### src/rtl/i2c_tgt_pkg.sv
package i2c_tgt_pkg;

    typedef enum logic [3:0] {
        ST_IDLE,
        ST_ADDR,
        ST_ADDR_ACK,
        ST_PTR,
        ST_PTR_ACK,
        ST_WDATA,
        ST_WDATA_ACK,
        ST_RDATA,
        ST_RACK,
        ST_IGNORE
    } tgt_state_t;

endpackage

### src/rtl/i2c_line_sync.sv
// Multi-stage synchronizer for one bus line, with level and edge outputs.
module i2c_line_sync #(
    parameter int STAGES = 2
) (
    input  logic clk,
    input  logic rst,
    input  logic line_in,
    output logic level,
    output logic rise,
    output logic fall
);
    logic [STAGES-1:0] sh;
    logic [STAGES:0]   feed;
    logic              prev_q;

    assign feed = {sh, line_in};

    // Bus lines idle high, so the chain resets to ones.
    always_ff @(posedge clk) begin
        if (rst) begin
            sh     <= '1;
            prev_q <= 1'b1;
        end else begin
            sh     <= feed[STAGES-1:0];
            prev_q <= sh[STAGES-1];
        end
    end

    assign level = sh[STAGES-1];
    assign rise  = level & ~prev_q;
    assign fall  = ~level & prev_q;
endmodule

### src/rtl/i2c_reg_bank.sv
// Register bank with a local write port that has priority over the bus port.
module i2c_reg_bank #(
    parameter int NREG  = 4,
    parameter int DW    = 8,
    parameter int PTR_W = 2
) (
    input  logic                 clk,
    input  logic                 rst,
    input  logic                 loc_we,
    input  logic [PTR_W-1:0]     loc_addr,
    input  logic [DW-1:0]        loc_data,
    input  logic                 bus_we,
    input  logic [PTR_W-1:0]     bus_addr,
    input  logic [DW-1:0]        bus_data,
    input  logic [PTR_W-1:0]     rd_addr,
    output logic [DW-1:0]        rd_data,
    output logic [NREG*DW-1:0]   regs_flat
);
    for (genvar i = 0; i < NREG; i++) begin : g_reg
        logic [DW-1:0] q;

        always_ff @(posedge clk) begin
            if (rst) begin
                q <= '0;
            end else if (loc_we && loc_addr == PTR_W'(i)) begin
                q <= loc_data;
            end else if (bus_we && bus_addr == PTR_W'(i)) begin
                q <= bus_data;
            end
        end

        assign regs_flat[i*DW +: DW] = q;
    end

    assign rd_data = regs_flat[rd_addr*DW +: DW];
endmodule

### src/rtl/i2c_tgt_fsm.sv
// Bus protocol controller: condition detection, byte framing, ACK and read shifting.
module i2c_tgt_fsm
    import i2c_tgt_pkg::*;
#(
    parameter int DW    = 8,
    parameter int PTR_W = 2
) (
    input  logic             clk,
    input  logic             rst,
    input  logic             scl_lvl,
    input  logic             scl_rise,
    input  logic             scl_fall,
    input  logic             sda_lvl,
    input  logic             sda_rise,
    input  logic             sda_fall,
    input  logic [DW-1:0]    dev_addr,
    input  logic [DW-1:0]    rd_data,
    output tgt_state_t       st,
    output logic [PTR_W-1:0] ptr,
    output logic             bus_we,
    output logic [DW-1:0]    bus_wdata,
    output logic             start_det,
    output logic             stop_det,
    output logic             sda_pd,
    output logic             sda_pu
);
    localparam int CW = $clog2(DW + 1);

    tgt_state_t    st_nx;
    logic [CW-1:0] bitcnt;
    logic [DW-1:0] rx_sh;
    logic [DW-1:0] tx_sh;
    logic          rw_q;
    logic          m_ack;
    logic          rx_full;
    logic          addr_hit;

    assign start_det = sda_fall & scl_lvl;
    assign stop_det  = sda_rise & scl_lvl;
    assign rx_full   = (bitcnt == CW'(DW));
    // Bit 0 carries the direction and is excluded from the compare.
    assign addr_hit  = ((rx_sh ^ dev_addr) >> 1) == '0;

    // Next-state logic
    always_comb begin
        st_nx = st;
        if (stop_det) begin
            st_nx = ST_IDLE;
        end else if (start_det) begin
            st_nx = ST_ADDR;
        end else begin
            unique case (st)
                ST_IDLE, ST_IGNORE: st_nx = st;
                ST_ADDR:
                    if (scl_fall && rx_full) st_nx = addr_hit ? ST_ADDR_ACK : ST_IGNORE;
                ST_ADDR_ACK:
                    if (scl_fall) st_nx = rw_q ? ST_RDATA : ST_PTR;
                ST_PTR:
                    if (scl_fall && rx_full) st_nx = ST_PTR_ACK;
                ST_PTR_ACK:
                    if (scl_fall) st_nx = ST_WDATA;
                ST_WDATA:
                    if (scl_fall && rx_full) st_nx = ST_WDATA_ACK;
                ST_WDATA_ACK:
                    if (scl_fall) st_nx = ST_WDATA;
                ST_RDATA:
                    if (scl_fall && bitcnt == CW'(DW - 1)) st_nx = ST_RACK;
                ST_RACK:
                    if (scl_fall) st_nx = m_ack ? ST_RDATA : ST_IGNORE;
                default: st_nx = ST_IDLE;
            endcase
        end
    end

    // State register and datapath
    always_ff @(posedge clk) begin
        if (rst) begin
            st     <= ST_IDLE;
            bitcnt <= '0;
            rx_sh  <= '0;
            tx_sh  <= '0;
            ptr    <= '0;
            rw_q   <= 1'b0;
            m_ack  <= 1'b0;
        end else begin
            st <= st_nx;
            if (start_det) begin
                bitcnt <= '0;
            end else if (!stop_det) begin
                unique case (st)
                    ST_ADDR: begin
                        if (scl_rise && !rx_full) begin
                            rx_sh  <= {rx_sh[DW-2:0], sda_lvl};
                            bitcnt <= bitcnt + 1'b1;
                        end
                        if (scl_fall && rx_full) rw_q <= rx_sh[0];
                    end
                    ST_PTR: begin
                        if (scl_rise && !rx_full) begin
                            rx_sh  <= {rx_sh[DW-2:0], sda_lvl};
                            bitcnt <= bitcnt + 1'b1;
                        end
                        if (scl_fall && rx_full) ptr <= rx_sh[PTR_W-1:0];
                    end
                    ST_WDATA: begin
                        if (scl_rise && !rx_full) begin
                            rx_sh  <= {rx_sh[DW-2:0], sda_lvl};
                            bitcnt <= bitcnt + 1'b1;
                        end
                        if (scl_fall && rx_full) ptr <= ptr + 1'b1;
                    end
                    ST_ADDR_ACK, ST_PTR_ACK, ST_WDATA_ACK: begin
                        if (scl_fall) begin
                            bitcnt <= '0;
                            if (st == ST_ADDR_ACK && rw_q) tx_sh <= rd_data;
                        end
                    end
                    ST_RDATA: begin
                        if (scl_fall) begin
                            tx_sh  <= tx_sh << 1;
                            bitcnt <= bitcnt + 1'b1;
                            if (bitcnt == CW'(DW - 1)) ptr <= ptr + 1'b1;
                        end
                    end
                    ST_RACK: begin
                        if (scl_rise) m_ack <= ~sda_lvl;
                        if (scl_fall) begin
                            bitcnt <= '0;
                            tx_sh  <= rd_data;
                        end
                    end
                    default: ;
                endcase
            end
        end
    end

    assign bus_we    = (st == ST_WDATA) && scl_fall && rx_full && !start_det && !stop_det;
    assign bus_wdata = rx_sh;

    // Output logic
    always_comb begin
        sda_pd = 1'b0;
        sda_pu = 1'b0;
        unique case (st)
            ST_ADDR_ACK, ST_PTR_ACK, ST_WDATA_ACK: sda_pd = 1'b1;
            ST_RDATA: begin
                sda_pd = ~tx_sh[DW-1];
                sda_pu = tx_sh[DW-1];
            end
            default: ;
        endcase
    end
endmodule

### src/rtl/i2c_regbank_target.sv
module i2c_regbank_target
    import i2c_tgt_pkg::*;
#(
    parameter int NREG        = 4,
    parameter int DW          = 8,
    parameter int SYNC_STAGES = 2,
    localparam int PTR_W      = $clog2(NREG)
) (
    input  logic                 clk,
    input  logic                 rst,
    input  logic                 scl_in,
    input  logic                 sda_in,
    input  logic [DW-1:0]        dev_addr,
    input  logic                 loc_wr,
    input  logic [PTR_W-1:0]     loc_addr,
    input  logic [DW-1:0]        loc_data,
    output logic                 scl_pd,
    output logic                 sda_pd,
    output logic                 sda_pu,
    output logic [NREG*DW-1:0]   reg_q
);
    logic             scl_lvl, scl_rise, scl_fall;
    logic             sda_lvl, sda_rise, sda_fall;
    tgt_state_t       fsm_st;
    logic [PTR_W-1:0] ptr;
    logic             bus_we;
    logic [DW-1:0]    bus_wdata;
    logic [DW-1:0]    rd_data;
    logic             start_det, stop_det;

    i2c_line_sync #(.STAGES(SYNC_STAGES)) u_scl_sync (
        .clk(clk), .rst(rst), .line_in(scl_in),
        .level(scl_lvl), .rise(scl_rise), .fall(scl_fall)
    );

    i2c_line_sync #(.STAGES(SYNC_STAGES)) u_sda_sync (
        .clk(clk), .rst(rst), .line_in(sda_in),
        .level(sda_lvl), .rise(sda_rise), .fall(sda_fall)
    );

    i2c_tgt_fsm #(.DW(DW), .PTR_W(PTR_W)) u_fsm (
        .clk(clk), .rst(rst),
        .scl_lvl(scl_lvl), .scl_rise(scl_rise), .scl_fall(scl_fall),
        .sda_lvl(sda_lvl), .sda_rise(sda_rise), .sda_fall(sda_fall),
        .dev_addr(dev_addr), .rd_data(rd_data),
        .st(fsm_st), .ptr(ptr), .bus_we(bus_we), .bus_wdata(bus_wdata),
        .start_det(start_det), .stop_det(stop_det),
        .sda_pd(sda_pd), .sda_pu(sda_pu)
    );

    i2c_reg_bank #(.NREG(NREG), .DW(DW), .PTR_W(PTR_W)) u_bank (
        .clk(clk), .rst(rst),
        .loc_we(loc_wr), .loc_addr(loc_addr), .loc_data(loc_data),
        .bus_we(bus_we), .bus_addr(ptr), .bus_data(bus_wdata),
        .rd_addr(ptr), .rd_data(rd_data), .regs_flat(reg_q)
    );

    // SCL is never stretched.
    assign scl_pd = 1'b0;
endmodule

### config.mk
export PLATFORM = sky130hd
export DESIGN_NAME = i2c_regbank_target
export DESIGN_NICKNAME = d
export VERILOG_FILES = /design/src/rtl/i2c_tgt_pkg.sv /design/src/rtl/i2c_line_sync.sv /design/src/rtl/i2c_reg_bank.sv /design/src/rtl/i2c_tgt_fsm.sv /design/src/rtl/i2c_regbank_target.sv
export SDC_FILE = /design/constraint.sdc
export NUM_CORES = 1
export LEC_CHECK = 0
export BUFFER_PORTS_ARGS = -buffer_cell sky130_fd_sc_hd__buf_2
export CORE_ASPECT_RATIO = 0.9
export CORE_MARGIN = 1
export CORE_UTILIZATION = 36
export DETAILED_ROUTE_END_ITERATION = 12
export GPL_ROUTABILITY_DRIVEN = 1
export SYNTH_ARGS = -nofsm -noshare
export SYNTH_HDL_FRONTEND = slang
export SYNTH_HIERARCHICAL = 1
export SYNTH_SLANG_ARGS = --single-unit
### constraint.sdc
create_clock -name clk -period 4.4 [get_ports clk]
set_input_delay 0.22 -clock clk [delete_from_list [all_inputs] [get_ports clk]]
set_output_delay 0.22 -clock clk [all_outputs]
set_load 0.02 [all_outputs]
==> flow_metrics.tcl <==
set metrics [dict create \
    status "completed" \
    arrival_ps 3000 \
    worst-endpoint-required_ps 4570 \
    ant_nets 0 \
    fin_crit_ps 2830 \
    avgSynthCellArea_um2 9.06 \
    grt_max_degree 64 \
    period_share_pct 64.3 \
    cts_root_buffer "clkbuf_8" \
    dr.pass1.iters 4 \
    worst_clock_skew_ps 9.95 \
    area_delta_synth_final_pct 13.9 \
    wl_per_cell_um 16.5 \
    core.rowCount 34 \
    async_flop_share_pct 0 \
    timing.fmax_ghz 0.353 \
    clkTransAtPathRegs_ps 70 \
    start_kind "flop" \
    synth_edf_count 0 \
    die-area_um2 10400 \
    ios 58 \
    critical_path_class "reg2reg" \
    r2r_cells 8 \
    grt_pass1_vias 3045 \
    syn_nets 424 \
    antenna_found_initial 0 \
    drt_iter0_markers 275 \
    rr_startpoint "u_fsm/st[0]$_SDFFE_PP0P_" \
    finalHoldViolCount 0 \
    cp-end-kind "flop" \
    numPortBuffers 55 \
    gp_congestion 0.891 \
    drc 0 \
    fin_nets 469 \
    critPathBufInv 2 \
    drive_gt1_share_pct 22.8 \
    routed_via_density 5.55 \
    die_width_um 108 \
    p_leak_nw 1.67 \
    cts_setup_buffers 0 \
    initial_utilization_pct 37.3 \
    grt_usage_pct 19.1 \
    critical-path-max-stage-delay_ps 620 \
    ys_types 59 \
    r2r-end "u_bank/g_reg[0].q[7]$_SDFFE_PP0P_" \
    worstMarginPinSlew_ps 1180 \
    ys_dominant_reg_cell "dfxtp_1" \
    path_cells "nor2b_1 -> buf_4 -> nand2_1 -> nor2_1 -> buf_4 -> or3b_1 -> a221oi_2 -> nor3_1" \
    rsz0062_at_grt "no" \
    crit_path_max_fanout 13 \
    hold_buffers 0 \
    cts_tree "done" \
    post-dp-hpwl_um 6490 \
    crit_family "simple AND/OR/NAND/NOR gates" \
    antennaDiodeCount 0 \
    ys_warn_count 6 \
    hold_end "u_sda_sync/sh[0]$_SDFF_PP1_" \
    cts-htree-levels 3 \
    finalSetupViolCount 0 \
    whs_ps 74.2 \
    num_vias 3182 \
    wl_um 9440 \
    setup_tns_ps 0 \
    vdd_drop_max_v 0.000122 \
    cts_repair_resize_count 0 \
    cp_common_cell "buf_4" \
    core_um2 9700 \
    nFillCells 994 \
    regToRegSetupSlack_ps 1570 \
    report.final.slew_viol_count 0 \
    syn_area_um2 3620 \
    syn_inst 399 \
    yosysSeqAreaShare_pct 36.5 \
    overflow 0 \
    hold_class "in2reg" \
    whs_path_depth 2 \
    grt_pass1_wl_um 15600 \
    maxCapViolations 0 \
    synth_seq_cells 66 \
    slowest_stage "dfxtp_1" \
    die_y_um 97.1 \
    hp-start "sda_in" \
    clock_latency_ps 330 \
    clock_path_buffers 2 \
    max-slew-margin-rel_pct 21.4 \
    power.density_nw_per_um2 360 \
    cts_sinks 66 \
    cts_buffers 9 \
]
-- routing by layer --
metal	track usage (%)	up-vias	part of all wire, %
li1	-	1565	-
met1	27.2	1508	49
met2	27.9	97	44
met3	3.29	12	5.2
met4	8.64	0	2.2
met5	0	-	0
-- cell usage in the layout, fill, tap and decap left out, drive strengths merged, types with 3 or more instances in the layout --
master  synthesis  final
a211oi         33     33
a21oi          20     20
a221oi          9      9
a32oi           8      8
and2            4      4
and2b           4      4
buf            19     60
clkbuf          7     12
dfxtp          66     66
inv             8      8
mux2i          24     24
mux4            8      8
nand2          24     24
nand3           8      8
nand3b          5      5
nor2           54     54
nor2b          14     14
nor3           10     10
nor4            3      3
o21ai          15     15
or2            11     11
xnor2           4      4
xor2            4      4
-- per-stage QoR --
step	setup WS, ps	util [%]	instance area, um^2	power (mW)	instances
2_1_floorplan	2040	-	3620	0.941	399
3_3_place_gp	1680	40.6	3940	1.02	559
3_5_place_dp	1640	40.6	3940	1.02	559
4_1_cts	1620	42.5	4120	1.49	573
5_1_grt	1380	42.5	4120	1.56	573
6_report	1570	42.5	4120	1.48	573
-- worst max-delay path by stage --
stage / from / endpoint / cells past startpoint
2_1_floorplan: u_sda_sync/sh[1]$_SDFF_PP1_ / u_bank/g_reg[0].q[1]$_SDFFE_PP0P_ / 9
3_3_place_gp: u_fsm/st[0]$_SDFFE_PP0P_ / u_bank/g_reg[0].q[1]$_SDFFE_PP0P_ / 8
3_5_place_dp: u_fsm/st[0]$_SDFFE_PP0P_ / u_bank/g_reg[0].q[7]$_SDFFE_PP0P_ / 8
4_1_cts: u_fsm/st[0]$_SDFFE_PP0P_ / u_bank/g_reg[0].q[7]$_SDFFE_PP0P_ / 8
5_1_grt: u_fsm/st[0]$_SDFFE_PP0P_ / u_bank/g_reg[1].q[6]$_SDFFE_PP0P_ / 8
6_report: u_fsm/st[0]$_SDFFE_PP0P_ / u_bank/g_reg[0].q[7]$_SDFFE_PP0P_ / 8
-- report_power, final --
part | internal (mW) | leakage, nW | switching [mW] | total (mW)
logic | 0.139 | 1.05 | 0.205 | 0.343
clock network | 0.244 | 0.0903 | 0.223 | 0.467
registers | 0.629 | 0.537 | 0.0441 | 0.673
total | 1.01 | 1.67 | 0.472 | 1.48
-- state kept, by name, summed over array words and instances, names as in the netlist --
signal,count
u_bank/g.q,32
u_fsm/bitcnt,4
u_fsm/bus_wdata,8
u_fsm/m_ack,1
u_fsm/ptr,2
u_fsm/rw_q,1
u_fsm/st,4
u_fsm/tx_sh,8
u_scl_sync/prev_q,1
u_scl_sync/sh,2
u_sda_sync/prev_q,1
u_sda_sync/sh,2
-- logic make-up (layout without fill, tap and decap cells) --
| family | Yosys count | in the layout | share of synthesized area (%) |
|---|---|---|---|
| buffers and inverters | 34 | 82 | 4.81 |
| XOR/XNOR | 8 | 8 | 1.94 |
| AO/OA/AOI/OAI | 101 | 101 | 21.6 |
| other | 1 | 1 | 0.104 |
| flip-flops | 66 | 66 | 36.5 |
| adder cells (fa/ha/maj) | 2 | 2 | 0.692 |
| multiplexers | 32 | 32 | 11.6 |
| AND/OR/NAND/NOR | 155 | 155 | 22.7 |
-- area by class of cell --
| class | count | area, um^2 | share of cell area [%] |
|---|---|---|---|
| well taps | 126 | 158 | 3.83 |
| flip-flops and latches | 66 | 1320 | 32.1 |
| multi-input cells | 299 | 2120 | 51.5 |
| clock inverters | 2 | 12.5 | 0.304 |
| clock buffers | 12 | 165 | 4.01 |
| inverters | 8 | 30.0 | 0.729 |
| repair buffers | 60 | 313 | 7.59 |
-- cell usage after synthesis, types with 8 or more instances --
cell | count | area, um^2
nor2_1 | 54 | 203
a221oi_2 | 9 | 135
a211oi_1 | 33 | 248
a32oi_1 | 8 | 70.1
nor2b_1 | 14 | 87.6
o21ai_0 | 15 | 75.1
mux4_2 | 8 | 180
nor3_1 | 10 | 50.1
inv_1 | 8 | 30.0
dfxtp_1 | 66 | 1320
buf_2 | 10 | 50.1
mux2i_1 | 24 | 240
nand2_1 | 24 | 90.1
a21oi_1 | 19 | 95.1
or2_1 | 8 | 50.1
(Power assumes the default switching activity.)
